### config.mk
export PLATFORM = sky130hd
export DESIGN_NAME = hsa_top
export DESIGN_NICKNAME = d
export VERILOG_FILES = /design/src/rtl/hsa_pkg.sv /design/src/rtl/hsa_sync.sv /design/src/rtl/hsa_fsm.sv /design/src/rtl/hsa_top.sv
export SDC_FILE = /design/constraint.sdc
export NUM_CORES = 1
export LEC_CHECK = 0
export ABC_AREA = 0
export BUFFER_PORTS_ARGS = -buffer_cell sky130_fd_sc_hd__buf_4
export CELL_PAD_IN_SITES_DETAIL_PLACEMENT = 1
export CELL_PAD_IN_SITES_GLOBAL_PLACEMENT = 2
export CORE_MARGIN = 8
export CORE_UTILIZATION = 29
export DETAILED_ROUTE_END_ITERATION = 8
export PLACE_DENSITY_LB_ADDON = 0.25
export SLEW_MARGIN = 0
export SYNTH_ARGS = -nofsm -noshare
export SYNTH_HDL_FRONTEND = slang
export SYNTH_SLANG_ARGS = --single-unit
### constraint.sdc
create_clock -name clk -period 0.9 [get_ports clk]
set_input_delay 0.135 -clock clk [delete_from_list [all_inputs] [get_ports clk]]
set_output_delay 0.135 -clock clk [all_outputs]
set_load 0.05 [all_outputs]
### src/rtl/hsa_pkg.sv
package hsa_pkg;
    typedef enum logic [1:0] {
        PH_IDLE  = 2'd0,
        PH_COUNT = 2'd1,
        PH_ACK   = 2'd2
    } phase_e;
endpackage

### src/rtl/hsa_sync.sv
module hsa_sync #(
    parameter int STAGES    = 2,
    parameter bit RESET_VAL = 1'b1
) (
    input  logic clk,
    input  logic rst,
    input  logic din,
    output logic dout
);
    logic [STAGES-1:0] chain_d, chain_q;

    generate
        if (STAGES == 1) begin : g_one
            always_comb chain_d = din;
        end else begin : g_many
            always_comb chain_d = {chain_q[STAGES-2:0], din};
        end
    endgenerate

    always_ff @(posedge clk) begin
        if (rst) chain_q <= {STAGES{RESET_VAL}};
        else     chain_q <= chain_d;
    end

    assign dout = chain_q[STAGES-1];
endmodule

### src/rtl/hsa_fsm.sv
module hsa_fsm
    import hsa_pkg::*;
#(
    parameter int ACK_CYCLES = 2
) (
    input  logic clk,
    input  logic rst,
    input  logic own_i,
    input  logic as_s_i,
    input  logic ds_s_i,
    output logic ts_n_o,
    output logic ts_oe_o,
    output logic ack_n_o,
    output logic wvld_o
);
    localparam int CW = (ACK_CYCLES < 2) ? 1 : $clog2(ACK_CYCLES);

    typedef struct packed {
        phase_e        ph;
        logic [CW-1:0] cnt;
        logic          prev;
        logic          ts_n;
        logic          ack_n;
        logic          oe;
        logic          wv;
    } st_t;

    st_t s_d, s_q;
    logic fall;

    always_comb begin
        s_d      = s_q;
        s_d.prev = as_s_i;
        s_d.oe   = own_i;
        fall     = s_q.prev & ~as_s_i;
        case (s_q.ph)
            PH_IDLE: begin
                if (fall) begin
                    s_d.ph   = PH_COUNT;
                    s_d.cnt  = CW'(ACK_CYCLES - 1);
                    s_d.ts_n = 1'b0;
                end
            end
            PH_COUNT: begin
                if (s_q.cnt == '0) begin
                    s_d.ph    = PH_ACK;
                    s_d.ack_n = 1'b0;
                end else begin
                    s_d.cnt = s_q.cnt - 1'b1;
                end
            end
            PH_ACK: begin
                if (as_s_i) begin
                    s_d.ph    = PH_IDLE;
                    s_d.ack_n = 1'b1;
                    s_d.ts_n  = 1'b1;
                end
            end
            default: s_d.ph = PH_IDLE;
        endcase
        if (!own_i) begin
            s_d.ph    = PH_IDLE;
            s_d.cnt   = '0;
            s_d.ts_n  = 1'b1;
            s_d.ack_n = 1'b1;
        end
        s_d.wv = own_i && (s_d.ph != PH_IDLE) && !ds_s_i;
    end

    always_ff @(posedge clk) begin
        if (rst) begin
            s_q.ph    <= PH_IDLE;
            s_q.cnt   <= '0;
            s_q.prev  <= 1'b1;
            s_q.ts_n  <= 1'b1;
            s_q.ack_n <= 1'b1;
            s_q.oe    <= 1'b0;
            s_q.wv    <= 1'b0;
        end else begin
            s_q <= s_d;
        end
    end

    assign ts_n_o  = s_q.ts_n;
    assign ts_oe_o = s_q.oe;
    assign ack_n_o = s_q.ack_n;
    assign wvld_o  = s_q.wv;

    // reset forces inactive outputs
    a_r1_reset_idle: assert property (@(posedge clk)
        rst |=> (ack_n_o && ts_n_o && !ts_oe_o && !wvld_o));

    // acknowledge only falls after transfer-start was already low
    a_r2_ack_after_ts: assert property (@(posedge clk) disable iff (rst)
        $fell(ack_n_o) |-> $past(!ts_n_o));

    // transfer-start released on the edge where acknowledge rises
    a_r3_ts_with_ack: assert property (@(posedge clk) disable iff (rst)
        $rose(ack_n_o) |-> ts_n_o);

    // a new start never overlaps an acknowledge still held
    a_r5_no_overlap: assert property (@(posedge clk) disable iff (rst)
        $fell(ts_n_o) |-> $past(ack_n_o));

    // enable follows ownership one clock later
    a_r6_oe_follows: assert property (@(posedge clk) disable iff (rst)
        own_i |=> ts_oe_o);

    // lost ownership releases everything on the next edge
    a_r7_drop_release: assert property (@(posedge clk) disable iff (rst)
        !own_i |=> (ack_n_o && ts_n_o && !ts_oe_o && !wvld_o));
endmodule

### src/rtl/hsa_top.sv
module hsa_top #(
    parameter int SYNC_STAGES = 2,
    parameter int ACK_CYCLES  = 2
) (
    input  logic clk,
    input  logic rst,
    input  logic own_i,
    input  logic as_n_i,
    input  logic ds_n_i,
    output logic ts_n_o,
    output logic ts_oe_o,
    output logic ack_n_o,
    output logic wvld_o
);
    logic as_s, ds_s;

    hsa_sync #(.STAGES(SYNC_STAGES), .RESET_VAL(1'b1)) u_as_sync (
        .clk(clk), .rst(rst), .din(as_n_i), .dout(as_s)
    );

    hsa_sync #(.STAGES(SYNC_STAGES), .RESET_VAL(1'b1)) u_ds_sync (
        .clk(clk), .rst(rst), .din(ds_n_i), .dout(ds_s)
    );

    hsa_fsm #(.ACK_CYCLES(ACK_CYCLES)) u_fsm (
        .clk(clk), .rst(rst), .own_i(own_i),
        .as_s_i(as_s), .ds_s_i(ds_s),
        .ts_n_o(ts_n_o), .ts_oe_o(ts_oe_o),
        .ack_n_o(ack_n_o), .wvld_o(wvld_o)
    );
endmodule

==> results.json, run 1 <==
{
  "status": "finished with violations",
  "failed_checks": "negative setup slack",
  "ys_seq_area_share_pct": 59.4,
  "critPathRequiredTime_ns": 0.76,
  "synth_fp_nets": 43,
  "antenna_found_initial": 0,
  "mostFrequentLayoutCells": "8 x buf_4, 5 x dfxtp_1, 5 x dfxtp_2",
  "finalMaxSlewViolations": 0,
  "fmax_mhz": 1100,
  "report.final.setup_viol": 1,
  "clk_latency_ns": 0.27,
  "clk_path_buf_depth": 2,
  "gp_congestion": 0.750,
  "core_um2": 1300,
  "num_antenna_cells": 0,
  "die_w_um": 53.3,
  "cp_slowest_cell": "dfxtp_2",
  "vias": 333,
  "dp_hpwl_um": 697,
  "crit_start": "u_fsm.ts_n_o",
  "path_class": "reg2out",
  "r2r_start": "u_fsm.s_q[7]",
  "synthCells": 38,
  "ir_worst_vdd_v": 0.000672,
  "synth_area_um2": 404,
  "clock-root-buffer": "clkbuf_4",
  "min_period_ns": 0.905,
  "timing.final.ws_setup_ns": -0.00507,
  "fillCellCount": 159,
  "numCtsBuffers": 3,
  "initial_core_util_pct": 31.1,
  "routedWlPerCell_um": 14.2,
  "antenna_left": 0,
  "finalNetCount": 60,
  "cts-htree-levels": 1,
  "cp.depth": 1,
  "worstPathCellList": "buf_8",
  "dr.first_iter.drc_count": 7,
  "drv_cap": 0,
  "cp-end-kind": "output port",
  "worstMarginPinSlew_ns": 0.217,
  "synth_warnings": 0,
  "avgSynthCellArea_um2": 10.6,
  "cpPeakStageDelay_ns": 0.35,
  "clock-sinks": 12,
  "drt-pass1-iter-count": 2,
  "worstHoldStart": "as_n_i",
  "grt_max_degree": 9,
  "dp_slack_ns": -0.0356,
  "synth_seq_cells": 12,
  "grt.overflow.total": 0,
  "period_share_pct": 101,
  "register_area_um2": 254,
  "grt_pass1_wl_mm": 1.53,
  "fin_skew_ns": 0.000852,
  "fin_hold_ws_ns": 0.0391,
  "yosysUniqueCellTypes": 19,
  "cts_tree": "done",
  "die_y_um": 53.3,
  "r2r-end": "u_fsm.s_q[7]",
  "dieArea_um2": 2840,
  "hold_buffers": 0,
  "endpoint": "ts_n_o",
  "fin_tns_setup_ns": -0.00507,
  "leakagePower_nw": 0.263,
  "grt_pass1_vias": 353,
  "io_pins": 9,
  "startpoint_type": "register",
  "area_growth_pct": 52.3,
  "drc_errors": 0,
  "ff2ff_path_depth": 3,
  "multi_input_comb_area_um2": 175,
  "rsz0062_at_grt": "true",
  "finish.utilization_pct": 47.3,
  "worst-path-buf-inv": 1,
  "cp_max_fo": 2,
  "vias_per_cell": 4.83,
  "regToRegSetupSlack_ns": 0.03,
  "power.total_w": 0.00107,
  "cpLargestDelayFamily": "flip-flops",
  "max_slew_margin_pct": 85.5,
  "final_common_cell": "buf_4",
  "grt_usage_pct": 7.95,
  "wl_um": 980,
  "drive_above_1_share_pct": 57.4,
  "crit_arrival_ns": 0.77,
  "power.density_nw_per_um2": 1730,
  "hp-class": "in2reg",
  "clk_pin_slew_ns": 0.08,
  "port-buffer-count": 8,
  "num_rows": 13,
  "hold_viol_final": 0
}
==> report_power, final <==
group | total [W] | switching [W] | leakage [nW] | internal [W]
registers | 0.000554 | 0.0000124 | 0.0993 | 0.000542
clock network | 0.000433 | 0.000187 | 0.0210 | 0.000246
logic | 0.0000780 | 0.0000367 | 0.143 | 0.0000413
==> worst min path at each step <==
stage,depth (start not counted),end,slack [ns]
finish,2,u_as_sync.chain_q[0],0.04
global route,2,u_as_sync.chain_q[0],0.04
CTS,2,u_as_sync.chain_q[0],0.04
detailed placement,2,u_as_sync.chain_q[0],0.32
global placement,2,u_ds_sync.chain_q[0],0.32
floorplan,1,u_ds_sync.chain_q[0],0.23
==> layer usage <==
layer / part of all wire [%] / vias to the layer above / global-route usage [%]
met4: 3.5 / 0 / 6.30
met2: 52 / 10 / 13.5
met1: 37 / 158 / 7.12
met5: 0 / - / 0
met3: 7.0 / 4 / 3.64
li1: - / 161 / -
==> Yosys cell counts, drive strengths merged <==
| cell | n | area [um^2] |
|---|---|---|
| dfxtp | 12 | 240 |
| or2 | 5 | 31.3 |
| inv | 3 | 11.3 |
| nand2b | 3 | 18.8 |
| nor2 | 2 | 7.51 |
| nor3b | 2 | 20.0 |
| o2111ai | 2 | 17.5 |
| o21ai | 2 | 10.0 |
| a211oi | 1 | 7.51 |
| a21oi | 1 | 5.00 |
| nand2 | 1 | 3.75 |
| nand3b | 1 | 7.51 |
| nor3 | 1 | 5.00 |
| o211a | 1 | 10.0 |
| o22a | 1 | 8.76 |
==> flip-flops by register name, indices dropped and copies added (netlist names) <==
signal,count
u_fsm.ts_oe_o,1
u_fsm.s_q,4
u_ds_sync.chain_q,2
u_as_sync.chain_q,2
u_fsm.wvld_o,1
u_fsm.ts_n_o,1
u_fsm.ack_n_o,1
==> worst register-to-register path, cell delays in order (launching register included) <==
cell and delay [ns]:
dfxtp_4 0.37, nand2b_4 0.15, o22a_1 0.20, nor2_1 0.08
==> timing repair <==
action	in CTS	in global routing
resized for setup	8	11
pin swaps	0	0
setup endpoints to repair	5	7
buffers inserted	2	1
==> layout make-up <==
| cell class | instances | share of cell area [%] |
|---|---|---|
| multi-input combinational | 23 | 28.5 |
| clock buffer | 4 | 5.89 |
| timing repair buffer | 12 | 19.5 |
| sequential | 12 | 41.3 |
| tap | 15 | 3.05 |
| inverter | 3 | 1.83 |
==> through the flow <==
step                area [um^2]  instances
floorplan                   407         38
global placement            493         62
detailed placement          493         62
CTS                         569         68
global route                616         69
finish                      616         69
==> kinds of logic after synthesis <==
logic type	synth area share [%]
buffers and inverters	2.79
and+or+nand+nor	23.2
AOI/OAI and AO/OA	14.5
DFF	59.4
Note: power is estimated with default switching activity, not from simulation.
==> inputs of run 2 (changes only) <==
--- a/config.mk
+++ b/config.mk
@@ -5,12 +5,12 @@
 export SDC_FILE = /design/constraint.sdc
 export NUM_CORES = 1
 export LEC_CHECK = 0
-export ABC_AREA = 0
+export ABC_AREA = 1
 export BUFFER_PORTS_ARGS = -buffer_cell sky130_fd_sc_hd__buf_4
 export CELL_PAD_IN_SITES_DETAIL_PLACEMENT = 1
 export CELL_PAD_IN_SITES_GLOBAL_PLACEMENT = 2
 export CORE_MARGIN = 8
-export CORE_UTILIZATION = 29
+export CORE_UTILIZATION = 27
 export DETAILED_ROUTE_END_ITERATION = 8
 export PLACE_DENSITY_LB_ADDON = 0.25
 export SLEW_MARGIN = 0
==> results.json, run 2 <==
{
  "status": "finished with violations",
  "failed_checks": "negative setup slack",
  "max_slew_margin_pct": 83.8,
  "antenna_found_initial": 0,
  "drc_errors": 0,
  "die_y_um": 54.4,
  "cp_slowest_cell": "dfxtp_2",
  "antenna_left": 0,
  "vias": 323,
  "wl_um": 823,
  "synthCells": 46,
  "drive_above_1_share_pct": 45.8,
  "grt.overflow.total": 0,
  "power.density_nw_per_um2": 1820,
  "grt_max_degree": 8,
  "clock-sinks": 12,
  "r2r-end": "u_fsm.ts_n_o",
  "grt_pass1_vias": 332,
  "worst-path-buf-inv": 1,
  "cp_max_fo": 2,
  "io_pins": 9,
  "worstMarginPinSlew_ns": 0.243,
  "port-buffer-count": 8,
  "routedWlPerCell_um": 11.0,
  "synth.top_cell.area_share_pct": 60.4,
  "stdcell_area_um2": 576,
  "vias_per_cell": 4.31,
  "register_area_um2": 250,
  "min_period_ns": 0.904,
  "drt-pass1-iter-count": 2,
  "critPathRequiredTime_ns": 0.76,
  "hold_end": "u_as_sync.chain_q[0]",
  "regToRegSetupSlack_ns": 0.04,
  "synth_seq_cells": 12,
  "worstHoldStart": "as_n_i",
  "cts-htree-levels": 1,
  "synth_area_um2": 398,
  "yosysMostFrequentCell": "dfxtp_1",
  "ir_worst_vdd_v": 0.00105,
  "synth_warnings": 0,
  "timing.final.ws_setup_ns": -0.00350,
  "fillCellCount": 177,
  "ff2ff_path_depth": 5,
  "synth_top_area_cell": "dfxtp_1",
  "dr.first_iter.drc_count": 4,
  "synth_area_leaders": "dfxtp_1 60%, inv_1 8.5%, nand2_1 8.5%",
  "mostFrequentLayoutCells": "9 x inv_1, 8 x nand2_1, 6 x dfxtp_1",
  "numCtsBuffers": 3,
  "grt_pass1_wl_mm": 1.43,
  "report.final.setup_viol": 2,
  "regMostFlops": "u_fsm.s_q",
  "hp-class": "in2reg",
  "core_um2": 1440,
  "synth_fp_nets": 51,
  "grt_usage_pct": 7.15,
  "worstPathCellList": "buf_8",
  "largest_register_ff_count": 4,
  "place_area_um2": 478,
  "synth-edff-count": 0,
  "die_w_um": 54.4,
  "clk_pin_slew_ns": 0.07,
  "dieArea_um2": 2960,
  "largestRegisters": "u_fsm.s_q (4), u_as_sync.chain_q (2), u_ds_sync.chain_q (2)",
  "clk_path_buf_depth": 2,
  "startpoint_type": "register",
  "clock-root-buffer": "clkbuf_4",
  "initial_core_util_pct": 27.7,
  "hold_buffers": 0,
  "finalMaxSlewViolations": 0,
  "finalNetCount": 65,
  "fmax_mhz": 1110,
  "rsz0062_at_grt": "true",
  "num_rows": 14,
  "cpPeakStageDelay_ns": 0.35,
  "ys_seq_area_share_pct": 60.4,
  "avgSynthCellArea_um2": 8.65,
  "yosysUniqueCellTypes": 13,
  "period_share_pct": 100,
  "drv_cap": 0,
  "hold_viol_final": 0,
  "area_growth_pct": 44.7,
  "dp_hpwl_um": 606,
  "gp_congestion": 0.618,
  "synth_ff_type": "dfxtp_1",
  "power.total_w": 0.00105,
  "path_class": "reg2out",
  "async_reset_ff_share_pct": 0,
  "synth_common_cells": "12 x dfxtp_1, 9 x inv_1, 9 x nand2_1",
  "fin_skew_ns": 0.00148,
  "r2r_start": "u_fsm.s_q[6]",
  "multi_input_comb_area_um2": 134,
  "final_common_cell": "inv_1",
  "holdPathStages": 2,
  "cpLargestDelayFamily": "flip-flops",
  "clk_latency_ns": 0.27,
  "cp-end-kind": "output port",
  "num_antenna_cells": 0,
  "crit_arrival_ns": 0.77,
  "cts_tree": "done",
  "leakagePower_nw": 0.283
}
## run 2: changes by cell type after synthesis, sizes merged, moves of 2 or more
| cell | delta |
|---|---|
| nand3 | +3 |
| inv | +7 |
| nor3b | -2 |
| nand2 | +8 |
| nand2b | -3 |
| o2111ai | -2 |
## run 2: final cells by class
class                   count  share of cell area [%]
flip-flops and latches     12                    43.5
repair buffers              9                    17.0
inverters                  10                    6.52
multi-input cells          24                    23.3
clock buffers               4                    6.30
well taps                  16                    3.48
## run 2: metal layers
metal  GRT usage, %  share of wire (%)
met1           7.48                 39
met2           9.73                 51
met3           6.25                9.0
met4           3.69                1.6
met5              0                  0
## run 2: power by group
part           switching, W  internal (W)  leakage, nW
logic             0.0000380     0.0000363        0.163
clock network      0.000175      0.000246       0.0210
registers        0.00000848      0.000544       0.0994
## run 2: worst max-delay path by stage
stage	from	end	slack [ns]	cells after the start
after floorplan	u_fsm.ack_n_o	u_fsm.ack_n_o	0.07	2
after global placement	u_fsm.s_q[6]	u_fsm.wvld_o	-0.004	5
after detailed placement	u_fsm.s_q[6]	u_fsm.wvld_o	0.006	5
after CTS	u_fsm.ack_n_o	ack_n_o	-0.02	1
after global routing	u_fsm.s_q[7]	u_fsm.wvld_o	-0.06	5
final	u_fsm.ts_n_o	ts_n_o	-0.004	1
## run 2: stage by stage
| step | hold slack [ns] | utilization (%) | setup WS [ns] | setup TNS [ns] | std cells |
|---|---|---|---|---|---|
| 2_1_floorplan | 0.225 | - | 0.0740 | 0 | 46 |
| 3_3_place_gp | 0.315 | 33.3 | -0.00359 | -0.00359 | 70 |
| 3_5_place_dp | 0.317 | 33.3 | 0.00563 | 0 | 70 |
| 4_1_cts | 0.0215 | 38.1 | -0.0208 | -0.0412 | 74 |
| 5_1_grt | 0.0197 | 40.1 | -0.0609 | -0.257 | 75 |
| 6_report | 0.0346 | 40.1 | -0.00350 | -0.00625 | 75 |
## run 2: kinds of logic (layout without fill, tap and decap cells)
kind of cell / count (synthesis) / count (layout) / share of synthesized area [%]
simple gates: 20 / 20 / 23.6
flops: 12 / 12 / 60.4
compound gates: 4 / 4 / 6.60
buf+inv: 10 / 23 / 9.43
## run 2: what timing repair did
item                                    in CTS  in global routing
resized for setup                           12                  7
cloned                                       0                  0
buffers inserted                             0                  1
hold endpoints to repair                     0                  0
pin swaps                                    0                  1
endpoints found under the setup margin       5                  9
==> inputs of run 3 (changes only) <==
--- a/config.mk
+++ b/config.mk
@@ -9,7 +9,7 @@
 export BUFFER_PORTS_ARGS = -buffer_cell sky130_fd_sc_hd__buf_4
 export CELL_PAD_IN_SITES_DETAIL_PLACEMENT = 1
 export CELL_PAD_IN_SITES_GLOBAL_PLACEMENT = 2
-export CORE_MARGIN = 8
+export CORE_MARGIN = 2
 export CORE_UTILIZATION = 27
 export DETAILED_ROUTE_END_ITERATION = 8
 export PLACE_DENSITY_LB_ADDON = 0.25
@@ -17,3 +17,4 @@
 export SYNTH_ARGS = -nofsm -noshare
 export SYNTH_HDL_FRONTEND = slang
 export SYNTH_SLANG_ARGS = --single-unit
+export TNS_END_PERCENT = 50
==> results.json, run 3 (same netlist as run 2, synthesis figures left out) <==
{
  "switchingPower_w": 0.000208,
  "grt_usage_pct": 10.1,
  "worstMarginPinSlew_ns": 0.223,
  "antenna_left": 0,
  "largestRegisters": "u_fsm.s_q (4), u_as_sync.chain_q (2), u_ds_sync.chain_q (2)",
  "max_slew_margin_pct": 85.1,
  "ir_worst_vdd_v": 0.000811,
  "p_int_w": 0.000736,
  "drive_above_1_share_pct": 42.4,
  "die_y_um": 42.4,
  "drv_cap": 0,
  "grt_pass1_vias": 313,
  "cpPeakStageDelay_ns": 0.34,
  "crit_top_cell": "nand2_1",
  "clock-root-buffer": "clkbuf_4",
  "cts-htree-levels": 1,
  "report.final.setup_viol": 0,
  "stdcell_area_um2": 549,
  "cts_tree": "done",
  "clk_latency_ns": 0.26,
  "ff2ff_path_depth": 5,
  "num_antenna_cells": 0,
  "vias_per_cell": 4.35,
  "min_period_ns": 0.895,
  "die_w_um": 42.4,
  "initial_core_util_pct": 29.8,
  "dieArea_um2": 1800,
  "cp_slowest_cell": "dfxtp_2",
  "pwr-share-clk_pct": 33.8,
  "port-buffer-count": 8,
  "core_um2": 1330,
  "dr.first_iter.drc_count": 2,
  "vias": 322,
  "io_pins": 9,
  "cp_max_fo": 5,
  "clk_pin_slew_ns": 0.07,
  "hp-class": "in2reg",
  "finalNetCount": 66,
  "area_growth_pct": 38.1,
  "wl_um": 724,
  "regToRegSetupSlack_ns": 0.005,
  "rsz0062_at_grt": "true",
  "fin_skew_ns": 0.000650,
  "seq_power_share_pct": 58.8,
  "status": "finished, final reports clean",
  "p_comb_share_pct": 7.4,
  "period_share_pct": 99.4,
  "critPathRequiredTime_ns": 1.06,
  "grt_max_degree": 7,
  "clk_path_buf_depth": 2,
  "clock-sinks": 12,
  "worstPathCellList": "nor2_1 > nand2_1 > buf_4 > nand2_1 > nand2_1",
  "finalMaxSlewViolations": 0,
  "fin_hold_ws_ns": 0.0434,
  "antenna_found_initial": 0,
  "hold_end": "u_as_sync.chain_q[0]",
  "power.density_nw_per_um2": 1720,
  "r2r_start": "u_fsm.s_q[6]",
  "cp-end-kind": "register",
  "path_class": "reg2reg",
  "drc_errors": 0,
  "swShare_pct": 22.0,
  "fmax_mhz": 1120,
  "drt-pass1-iter-count": 2,
  "num_rows": 13,
  "routedWlPerCell_um": 9.78,
  "crit_arrival_ns": 1.06,
  "mostFrequentLayoutCells": "9 x inv_1, 9 x nand2_1, 7 x dfxtp_2",
  "gp_congestion": 0.635,
  "regMostFlops": "u_fsm.s_q",
  "startpoint_type": "register",
  "largest_register_ff_count": 4,
  "numCtsBuffers": 3,
  "grt_pass1_wl_mm": 1.28,
  "worstHoldStart": "as_n_i",
  "holdPathStages": 2,
  "dp_hpwl_um": 556,
  "leakagePower_nw": 0.274,
  "power.total_w": 0.000943,
  "hold_viol_final": 0,
  "r2r-end": "u_fsm.ts_n_o",
  "place_area_um2": 477,
  "hold_buffers": 0,
  "grt.overflow.total": 0
}
==> run 3: cell type report <==
class	count	area (um^2)
Inverter	10	37.5
Fill cell	168	785
Clock buffer	3	22.5
Sequential cell	12	249
Tap cell	15	18.8
Timing Repair Buffer	10	101
Multi-Input combinational cell	24	120
==> run 3: critical path: cells and delay by family (launching register included) <==
family / cells / cell delay (ns)
flip-flops: 1 / 0.34
AND/OR/NAND/NOR: 4 / 0.30
buffers and inverters: 1 / 0.14
==> run 3: through the flow <==
stage               setup WS, ns  util, %  std cells  TNS [ns]
finish                   0.00537     41.2         74         0
global route             -0.0598     41.2         74    -0.149
CTS                     -0.00474     39.3         72  -0.00628
detailed placement      -0.00702     35.7         69  -0.00702
global placement         0.00201     35.7         69         0
floorplan                 0.0740        -         46         0
==> run 3: how the worst max path moves through the flow <==
stage | startpoint | to | slack (ns)
after floorplan | u_fsm.ack_n_o | u_fsm.ack_n_o | 0.07
after global placement | u_fsm.s_q[6] | u_fsm.wvld_o | 0.002
after detailed placement | u_fsm.s_q[6] | u_fsm.wvld_o | -0.007
after CTS | u_fsm.ack_n_o | ack_n_o | -0.005
after global routing | u_fsm.s_q[6] | u_fsm.wvld_o | -0.06
final | u_fsm.s_q[6] | u_fsm.ts_n_o | 0.005
==> run 3: timing repair <==
action	4_1_cts	5_1_grt
resized for setup	10	4
pin swaps	1	1
setup endpoints to repair	5	7
setup buffers	0	2
==> run 3: routing by layer <==
| metal | wire, um | track usage, % |
|---|---|---|
| met5 | 0 | 0 |
| met4 | 19 | 9.38 |
| met3 | 42 | 3.88 |
| met2 | 327 | 13.8 |
| met1 | 334 | 11.8 |
==> run 3: power groups by stage <==
| stage | clock network (W) | logic [W] | registers, W |
|---|---|---|---|
| global placement | 0 | 0.0000635 | 0.000565 |
| floorplan | 0 | 0.0000235 | 0.000578 |
| CTS | 0.000337 | 0.0000675 | 0.000554 |
| detailed placement | 0 | 0.0000645 | 0.000565 |
| finish | 0.000319 | 0.0000701 | 0.000555 |
| global route | 0.000362 | 0.0000776 | 0.000556 |
